$ cat src/rtl/irq_res_pkg.sv
package irq_res_pkg;

  // Outcome of the gate stage in one cycle
  typedef enum logic [1:0] {
    GATE_IDLE  = 2'd0,  // nothing signalled, nothing waiting
    GATE_HOLD  = 2'd1,  // pipeline busy: keep waiting
    GATE_DEFER = 2'd2,  // drained, privileged PC: drop this cycle
    GATE_EVAL  = 2'd3   // drained, normal PC: evaluate now
  } gate_e;

endpackage

$ cat src/rtl/irq_scan.sv
module irq_scan #(
  parameter int VEC_W   = 32,
  parameter int LVL_W   = 5,
  parameter int SW_MIN  = 1,
  parameter int SW_MAX  = 16,
  parameter int EXT_MIN = 16,
  parameter int EXT_MAX = 32
) (
  input  logic [VEC_W-1:0] sw_req,
  input  logic [VEC_W-1:0] ext_req,
  output logic [LVL_W-1:0] level,
  output logic [VEC_W-1:0] summary,
  output logic             ext_any
);

  logic [VEC_W-1:0] sw_win;
  logic [VEC_W-1:0] ext_win;
  logic [VEC_W-1:0] sw_live;
  logic [VEC_W-1:0] ext_live;
  logic [LVL_W-1:0] sw_lvl;
  logic [LVL_W-1:0] ext_lvl;

  // Scan window masks, one bit per request position
  for (genvar g = 0; g < VEC_W; g++) begin : g_win
    assign sw_win[g]  = (g >= SW_MIN)  && (g < SW_MAX);
    assign ext_win[g] = (g >= EXT_MIN) && (g < EXT_MAX);
  end

  // Software bit i maps to i - SW_MIN + 1; last hit wins
  function automatic logic [LVL_W-1:0] sw_pick(input logic [VEC_W-1:0] v);
    logic [LVL_W-1:0] r;
    r = '0;
    for (int i = 0; i < VEC_W; i++)
      if (v[i]) r = LVL_W'(i - SW_MIN + 1);
    return r;
  endfunction

  // External bit i maps to level i; last hit wins
  function automatic logic [LVL_W-1:0] ext_pick(input logic [VEC_W-1:0] v);
    logic [LVL_W-1:0] r;
    r = '0;
    for (int i = 0; i < VEC_W; i++)
      if (v[i]) r = LVL_W'(i);
    return r;
  endfunction

  assign sw_live  = sw_req & sw_win;
  assign ext_live = ext_req & ext_win;
  assign sw_lvl   = sw_pick(sw_live);
  assign ext_lvl  = ext_pick(ext_live);
  assign ext_any  = |ext_live;
  assign level    = ext_any ? ext_lvl : sw_lvl;
  assign summary  = sw_live | ext_live;

endmodule

$ cat src/rtl/irq_gate.sv
module irq_gate
  import irq_res_pkg::*;
(
  input  logic       clk,
  input  logic       rst,
  input  logic       irq_pend,
  input  logic       pipe_empty,
  input  logic [1:0] pc_lo,
  output logic       blocked,
  output gate_e      decision
);

  logic blocked_q;

  always_comb begin
    if (!(irq_pend || blocked_q))   decision = GATE_IDLE;
    else if (!pipe_empty)           decision = GATE_HOLD;
    else if (pc_lo != 2'b00)        decision = GATE_DEFER;
    else                            decision = GATE_EVAL;
  end

  always_ff @(posedge clk) begin
    if (rst)
      blocked_q <= 1'b0;
    else if (decision == GATE_HOLD)
      blocked_q <= 1'b1;
    else if (decision != GATE_IDLE)
      blocked_q <= 1'b0;
  end

  assign blocked = blocked_q;

endmodule

$ cat src/rtl/irq_accept.sv
module irq_accept #(
  parameter int VEC_W = 32,
  parameter int LVL_W = 5
) (
  input  logic             clk,
  input  logic             rst,
  input  logic             eval,
  input  logic             async_trap,
  input  logic [LVL_W-1:0] level,
  input  logic [VEC_W-1:0] summary,
  input  logic [LVL_W-1:0] cur_ipl,
  output logic             take,
  output logic             squash_q,
  output logic             err_q,
  output logic [VEC_W-1:0] isr_q,
  output logic [LVL_W-1:0] intid_q
);

  // Strict priority compare; a zero level never wins
  function automatic logic beats(input logic [LVL_W-1:0] lvl,
                                 input logic [LVL_W-1:0] ipl);
    return (lvl != '0) && (lvl > ipl);
  endfunction

  logic trap_hit;

  assign trap_hit = eval && async_trap;
  assign take     = eval && !async_trap && beats(level, cur_ipl);

  always_ff @(posedge clk) begin
    if (rst) begin
      squash_q <= 1'b0;
      err_q    <= 1'b0;
      isr_q    <= '0;
      intid_q  <= '0;
    end else begin
      squash_q <= take;
      err_q    <= trap_hit;
      if (take) begin
        isr_q   <= summary;
        intid_q <= level;
      end
    end
  end

endmodule

$ cat src/rtl/irq_level_resolver.sv
module irq_level_resolver
  import irq_res_pkg::*;
#(
  parameter int VEC_W   = 32,
  parameter int LVL_W   = 5,
  parameter int SW_MIN  = 1,
  parameter int SW_MAX  = 16,
  parameter int EXT_MIN = 16,
  parameter int EXT_MAX = 32
) (
  input  logic             clk,
  input  logic             rst,
  input  logic [VEC_W-1:0] sw_req,
  input  logic [VEC_W-1:0] ext_req,
  input  logic [LVL_W-1:0] cur_ipl,
  input  logic             async_trap,
  input  logic             irq_pend,
  input  logic             pipe_empty,
  input  logic [1:0]       pc_lo,
  output logic             squash_req_o,
  output logic [VEC_W-1:0] isr_o,
  output logic [LVL_W-1:0] intid_o,
  output logic             blocked_o,
  output logic             async_err_o
);

  // Named internal events, visible to the checker
  logic [LVL_W-1:0] res_level;
  logic [VEC_W-1:0] res_summary;
  logic             res_ext_any;
  gate_e            gate_dec;
  logic             eval_now;
  logic             take_now;

  irq_scan #(
    .VEC_W(VEC_W), .LVL_W(LVL_W),
    .SW_MIN(SW_MIN), .SW_MAX(SW_MAX),
    .EXT_MIN(EXT_MIN), .EXT_MAX(EXT_MAX)
  ) u_scan (
    .sw_req  (sw_req),
    .ext_req (ext_req),
    .level   (res_level),
    .summary (res_summary),
    .ext_any (res_ext_any)
  );

  irq_gate u_gate (
    .clk        (clk),
    .rst        (rst),
    .irq_pend   (irq_pend),
    .pipe_empty (pipe_empty),
    .pc_lo      (pc_lo),
    .blocked    (blocked_o),
    .decision   (gate_dec)
  );

  assign eval_now = (gate_dec == GATE_EVAL);

  irq_accept #(.VEC_W(VEC_W), .LVL_W(LVL_W)) u_acc (
    .clk        (clk),
    .rst        (rst),
    .eval       (eval_now),
    .async_trap (async_trap),
    .level      (res_level),
    .summary    (res_summary),
    .cur_ipl    (cur_ipl),
    .take       (take_now),
    .squash_q   (squash_req_o),
    .err_q      (async_err_o),
    .isr_q      (isr_o),
    .intid_q    (intid_o)
  );

endmodule

$ cat config.mk
export PLATFORM = sky130hd
export DESIGN_NAME = irq_level_resolver
export DESIGN_NICKNAME = d
export VERILOG_FILES = /design/src/rtl/irq_res_pkg.sv /design/src/rtl/irq_scan.sv /design/src/rtl/irq_gate.sv /design/src/rtl/irq_accept.sv /design/src/rtl/irq_level_resolver.sv
export SDC_FILE = /design/constraint.sdc
export NUM_CORES = 1
export LEC_CHECK = 0
export ABC_AREA = 1
export BUFFER_PORTS_ARGS = -buffer_cell sky130_fd_sc_hd__buf_4
export CAP_MARGIN = 20
export CORE_UTILIZATION = 40
export CTS_BUF_LIST = sky130_fd_sc_hd__clkbuf_16
export DETAILED_ROUTE_END_ITERATION = 10
export PLACE_DENSITY = 0.77
export SLEW_MARGIN = 20
export SYNTH_ARGS = -nofsm -noshare
export SYNTH_HDL_FRONTEND = slang
export SYNTH_SLANG_ARGS = --single-unit
$ cat constraint.sdc
create_clock -name clk -period 2.72 [get_ports clk]
set_input_delay 0.272 -clock clk [delete_from_list [all_inputs] [get_ports clk]]
set_output_delay 0.272 -clock clk [all_outputs]
set_load 0.01 [all_outputs]
# Yosys cells after proc, flatten, opt, wreduce, memory -nomap -nowiden

Index checks and enable logic that the tools add are counted.

Magnitude comparators: 1
Equal/unequal tests: 2
Multiplexer cells: 37
Bitwise logic cells: 1
Reductions and logical operators: 11

Operators by type and width:

| operator           | count |
|---|---|
| $mux 5             | 31 |
| $or 16x32->32      | 1 |
| $reduce_or 16->1   | 1 |
| $reduce_bool 2->1  | 3 |
| $gt 5x5->1         | 1 |
| $reduce_bool 5->1  | 1 |
| $logic_and 1x1->1  | 4 |
| $mux 1             | 4 |
| $mux 2             | 2 |
| $eq 2x1->1 const B | 1 |
| $eq 2x2->1 const B | 1 |
| $logic_not 1->1    | 1 |
| $logic_or 1x1->1   | 1 |

Register bits after elaboration: 40
Input port bits: 76
Output and inout bits: 40
Word-level logic and storage cells: 57

# Longest topological paths before layout

Depth after elaboration: 20
Mapped depth: 25
Depth with buffers taken out: 24

# By module

From an unflattened synthesis, not the netlist that was laid out.

Cell total of the unflattened synthesis: 426
Area total of the unflattened synthesis: 2746.4 µm²

By module, submodules not included:

| module             | times used | cells each | area each (µm²) |
|---|---|---|---|
| irq_accept         | 1          | 279        | 2010.7 |
| irq_scan           | 1          | 133        | 658.1 |
| irq_gate           | 1          | 12         | 70.1 |
| irq_level_resolver | 1          | 2          | 7.5 |

# Worst setup path after synthesis

No wires, ideal clock.

Path kind: in2reg
Start point: input port ext_req[28]
End point: register u_acc.intid_q[1]
Library setup time: 0.064 ns
Arrival: 2.701 ns
Required time: 2.656 ns
Setup slack: -0.045 ns
Stages: 18
Path buffers: 1
Cells stage by stage: nor2_1 > nand3_1 > nor2_1 > nand2_2 > a21oi_1 > nand3_1 > nand2_1 > inv_1 > ha_1 > inv_1 > nor4_1 > nor2_1 > a2111oi_4 > nand3_2 > nand2_2 > buf_2 > nor2_1 > nor2_1

Longest elaborated chain between the ends: 8
Elaborated cells on any way between the ends: 10
Those cells by class: 1 x order compare; 5 x mux; 4 x reduce/logical

Ends and longest elaborated chain:

| what                                            | RTL line                 | source |
|---|---|---|
| start, declared                                 | irq_level_resolver.sv:14 | `input logic [VEC_W-1:0] ext_req,` |
| $mux 5 (4 in a row)                             | irq_scan.sv:43           | `if (v[i]) r = LVL_W'(i);` |
| $mux 5 (*)                                      | irq_scan.sv:52           | `assign level = ext_any ? ext_lvl : sw_lvl;` |
| net res_level[4]                                | irq_level_resolver.sv:28 | `logic [LVL_W-1:0] res_level;` |
| $gt 5x5->1 or $reduce_bool 5->1 (tied branches) | irq_accept.sv:22         | `return (lvl != '0) && (lvl > ipl);` |
| $logic_and 1x1->1 (*)                           | irq_accept.sv:22         |  |
| $logic_and 1x1->1 (*)                           | irq_accept.sv:28         | `assign take = eval && !async_trap && beats(level, cur_ipl);` |
| end signal, assigned                            | irq_accept.sv:41         | `intid_q <= level;` |
| end, declared                                   | irq_accept.sv:16         | `output logic [LVL_W-1:0] intid_q` |

The timed path passes the listed nets; every way through them passes the cells marked *.
A chain may end at the register's enable or synchronous reset.

# Worst setup path after layout

Start point: input port ext_req[28]
End point: register u_acc.isr_q[31]

Longest elaborated chain between the ends: 8
Elaborated cells on any way between the ends: 10
Those cells by class: 1 x order compare; 5 x mux; 4 x reduce/logical

Ends and longest elaborated chain:

| what                                            | RTL line                 | source |
|---|---|---|
| $mux 5 (4 in a row)                             | irq_scan.sv:43           |  |
| $mux 5 (*)                                      | irq_scan.sv:52           |  |
| net res_level[4]                                | irq_level_resolver.sv:28 |  |
| $gt 5x5->1 or $reduce_bool 5->1 (tied branches) | irq_accept.sv:22         |  |
| $logic_and 1x1->1 (*)                           | irq_accept.sv:22         |  |
| $logic_and 1x1->1 (*)                           | irq_accept.sv:28         |  |
| end signal, assigned                            | irq_accept.sv:40         | `isr_q <= summary;` |
| end, declared                                   | irq_accept.sv:15         | `output logic [VEC_W-1:0] isr_q,` |

Marked as above.

==> results.md <==
- The run finished with clean final reports.
- The floorplan row count is 25.
- From synthesis to final layout, the design area changed by 65.4%.
- The routed layout has 2475 vias.
- The maximum fanout along the worst path is 7.
- The placeable core region is 0.00485 mm^2.
- The worst setup path is captured at a flip-flop.
- Once detail routing completed, the nets flagged for antenna violations numbered 0.
- The number of global-route vias before repair came to 2163.
- The post-synthesis net count is 415.
- The count of clock tree sinks is 39.
- For this run, the register share of the synthesized area comes to 37.7%.
- For this run, the number of Yosys warnings is 0.
- The count of flip-flops with a built-in enable after synthesis is 0.
- In this run, placement finished with an instance count of 499.
- Cells with a size suffix above 1 make up 37.3% of the layout.
- Setup repair after global routing could not meet its margin everywhere.
- The class of the tightest hold or removal check is primary input to flip-flop.
- The final antenna diode count is 0.
- The required time at the worst-slack endpoint is 2.93 ns.
- The congestion estimate from routability-driven global placement came to 0.798.
- The most common flop cell mapped by yosys is dfxtp_1.
- The final period utilization is 99.1%.
- The worst max-slew margin expressed relative to the limit is 34.4%.
- Detailed placement ended at an HPWL of 4100 um.
- At the placement stage, the worst setup path has a slack of -0.303 ns.
- Buffers placed on the I/O ports in this run total 81.
- Setup violations remaining at the end of the flow were counted as 0.
- Max-cap violations in this run came to 0.
- The critical path in this run is classified as primary input to flip-flop.
- The final layout contains routed wiring with a total length of 6360 um.
- The floorplan step set the die width to 74.0 um.
- The count of final hold-check violations is 0.
- The residual DRC count is 0.
- TritonCTS built the clock tree.
- The first routing iteration left 116 violations.
- The root buffer cell chosen for the clock tree is clkbuf_16.
- The accumulated negative setup slack is 0 ns.
- The worst hold path begins at pipe_empty.
- The slack of the critical path is 0.0234 ns.
- After clock tree synthesis, the clock-pin slew on the worst setup and hold paths is 0.05 ns.
- For this configuration, the core starts out at a cell density of 42.8%.
- Entering global routing, the biggest net connects 37 pins.
- The largest clock skew in the final design is 0.00221 ns.
- Measured along the y axis, the die boundary spans 74.0 um.
- The top-level I/O count is 116.
- Dividing the detail-routed wire length by the instance count gives 12.3 um.
- STA puts the critical path data arrival time at 2.90 ns.
- The number of standard cells after synthesis is 334.
- The net count of the finished layout is 531.
- The post-synthesis sequential element count is 39.
- The cell area after synthesis is 0.00207 mm^2.
- The via density per instance is 4.78.
- The clock latency at the later pin of the worst-skew pair is 0.27 ns.
- At the end of the flow the core is filled with cells to 70.7%.
- The final count of pins violating max slew is 0.
- In the global route stage, overall resource usage came out at 21.1%.
- The total grt overflow is 0.
- The first TritonRoute pass finished after 5 iterations.
- The worst setup path is launched from a primary input.
- The first-pass GRT wire length is 9050 um.
- Power spread over the standard cell area amounts to 416 mW/mm^2.
- The initial antenna violation count was 0.
- For this run, asynchronously set or reset flops after synthesis account for 0%.
- The slew at the pin with the worst max-slew slack is 0.978 ns.
- The level count of the clock H-tree is 2.
- After layout, the minimum clock period comes to 2.70 ns.
- The startpoint identified for the worst register-to-register timing path is u_gate.blocked.
- In this run, distinct cell masters in the synthesized netlist total 23.
- The non-filler instance count after layout is 518.
- The overall power of the completed layout is 1.43 mW.
- The maximum root-to-sink buffer count is 2.
- Summed over all cells, the static leakage comes to 1.77 nW.
- The upper clock frequency limit is 371 MHz.
- The average instance area after synthesis is 6.21 um^2.
- The total clock buffers created by CTS is 5.
- IR analysis of the VDD net gives a maximum drop of 0.248 mV.
- Tracing the worst setup path back leads to its startpoint at ext_req[28].
- The floorplan step defined a die boundary enclosing 0.00548 mm^2.
## report_power, final
group | switching [mW] | leakage [nW] | internal, mW
combinational | 0.134 | 1.38 | 0.144
clock | 0.216 | 0.0701 | 0.330
sequential | 0.0113 | 0.316 | 0.591
total | 0.362 | 1.77 | 1.06
## state kept, by name (all words and copies together), names as in the netlist
| register | count |
|---|---|
| u_acc.err_q | 1 |
| u_acc.isr_q | 31 |
| u_gate.blocked | 1 |
| u_acc.squash_q | 1 |
| u_acc.intid_q | 5 |
## worst paths after layout
kind                            cells past startpoint  slack (ns)                to
worst max-delay path                               20        0.02   u_acc.isr_q[31]
worst min-delay path                                2        0.17    u_gate.blocked
worst max register to register                      9        0.96   u_acc.isr_q[31]
worst min register to register                      2        0.48  u_acc.intid_q[0]
## cells in the final DEF (no fill, tap or decap), types with 4 or more instances in the layout
cell       synthesis  layout
buf_4              1     111
nor2_1            88      74
nand2_1           76      74
nand3_1           42      40
dfxtp_1           39      39
inv_1             44      37
nor2_2             0      11
clkbuf_16          0       8
inv_2              0       7
buf_6              0       5
a21oi_1            7       4
## worst max-delay path, cell delays in order
cell and delay, ns:
buf_4 0.13, nor2_4 0.11, nand3_2 0.11, nor2_4 0.15, nand2_4 0.09, a21oi_2 0.11, nand3_1 0.10, nand2_1 0.12
inv_2 0.06, ha_4 0.27, inv_4 0.04, nor4_4 0.27, nor2_2 0.09, a2111oi_4 0.20, buf_6 0.19, nand3_4 0.12
nand2_8 0.15, clkbuf_16 0.17, nor2_2 0.03, nor2_1 0.11
## per-layer routing
metal  global-route usage (%)  part of all wire [%]  vias up
li1                         -                     -     1260
met1                     25.4                    42     1128
met2                     38.6                    52       80
met3                     4.07                   5.5        7
met4                     4.49                  0.90        0
met5                        0                     0        -
## synthesized netlist by cell type, drive strengths merged, types with 2 or more instances
cell type,count,share of area (%)
nand4,2,0.60
clkbuf,6,1.1
buf,7,1.8
ha,5,3.0
nor2,88,16
nor3,3,0.72
nand2,79,15
a21oi,7,1.7
inv,44,8.0
nand3,43,11
o21ai,4,1.1
dfxtp,39,38
## through the flow
stage / area, um^2 / hold WS [ns]
2_1_floorplan: 2080 / 0.341
3_3_place_gp: 2960 / 0.445
3_5_place_dp: 2960 / 0.461
4_1_cts: 3110 / 0.166
5_1_grt: 3430 / 0.169
6_report: 3430 / 0.168
## what timing repair did
| action | 4_1_cts | 5_1_grt |
|---|---|---|
| gates resized for setup | 1 | 52 |
| setup endpoints to repair | 26 | 37 |
| pin swaps | 0 | 12 |
| cloned | 0 | 4 |
| hold buffers | 0 | 0 |
| setup buffers | 1 | 6 |
## layout make-up
class	instances	area, um^2
fill	405	1420
multi-input combinational	237	1230
timing repair buffer	122	1020
sequential	39	781
inverter	45	171
clock buffer	5	125
tap	67	83.8
clock inverter	3	11.3
## kinds of logic (layout without fill, tap and decap cells)
kind of cell	after synthesis	in the layout	share of synthesized area, %
fa+ha+maj	5	5	3.02
simple gates	217	217	43.2
other cells	1	1	0.181
flops	39	39	37.7
buf+inv	58	175	11.0
compound gates	14	14	4.89
No activity file was read; power rests on OpenSTA's default activity.
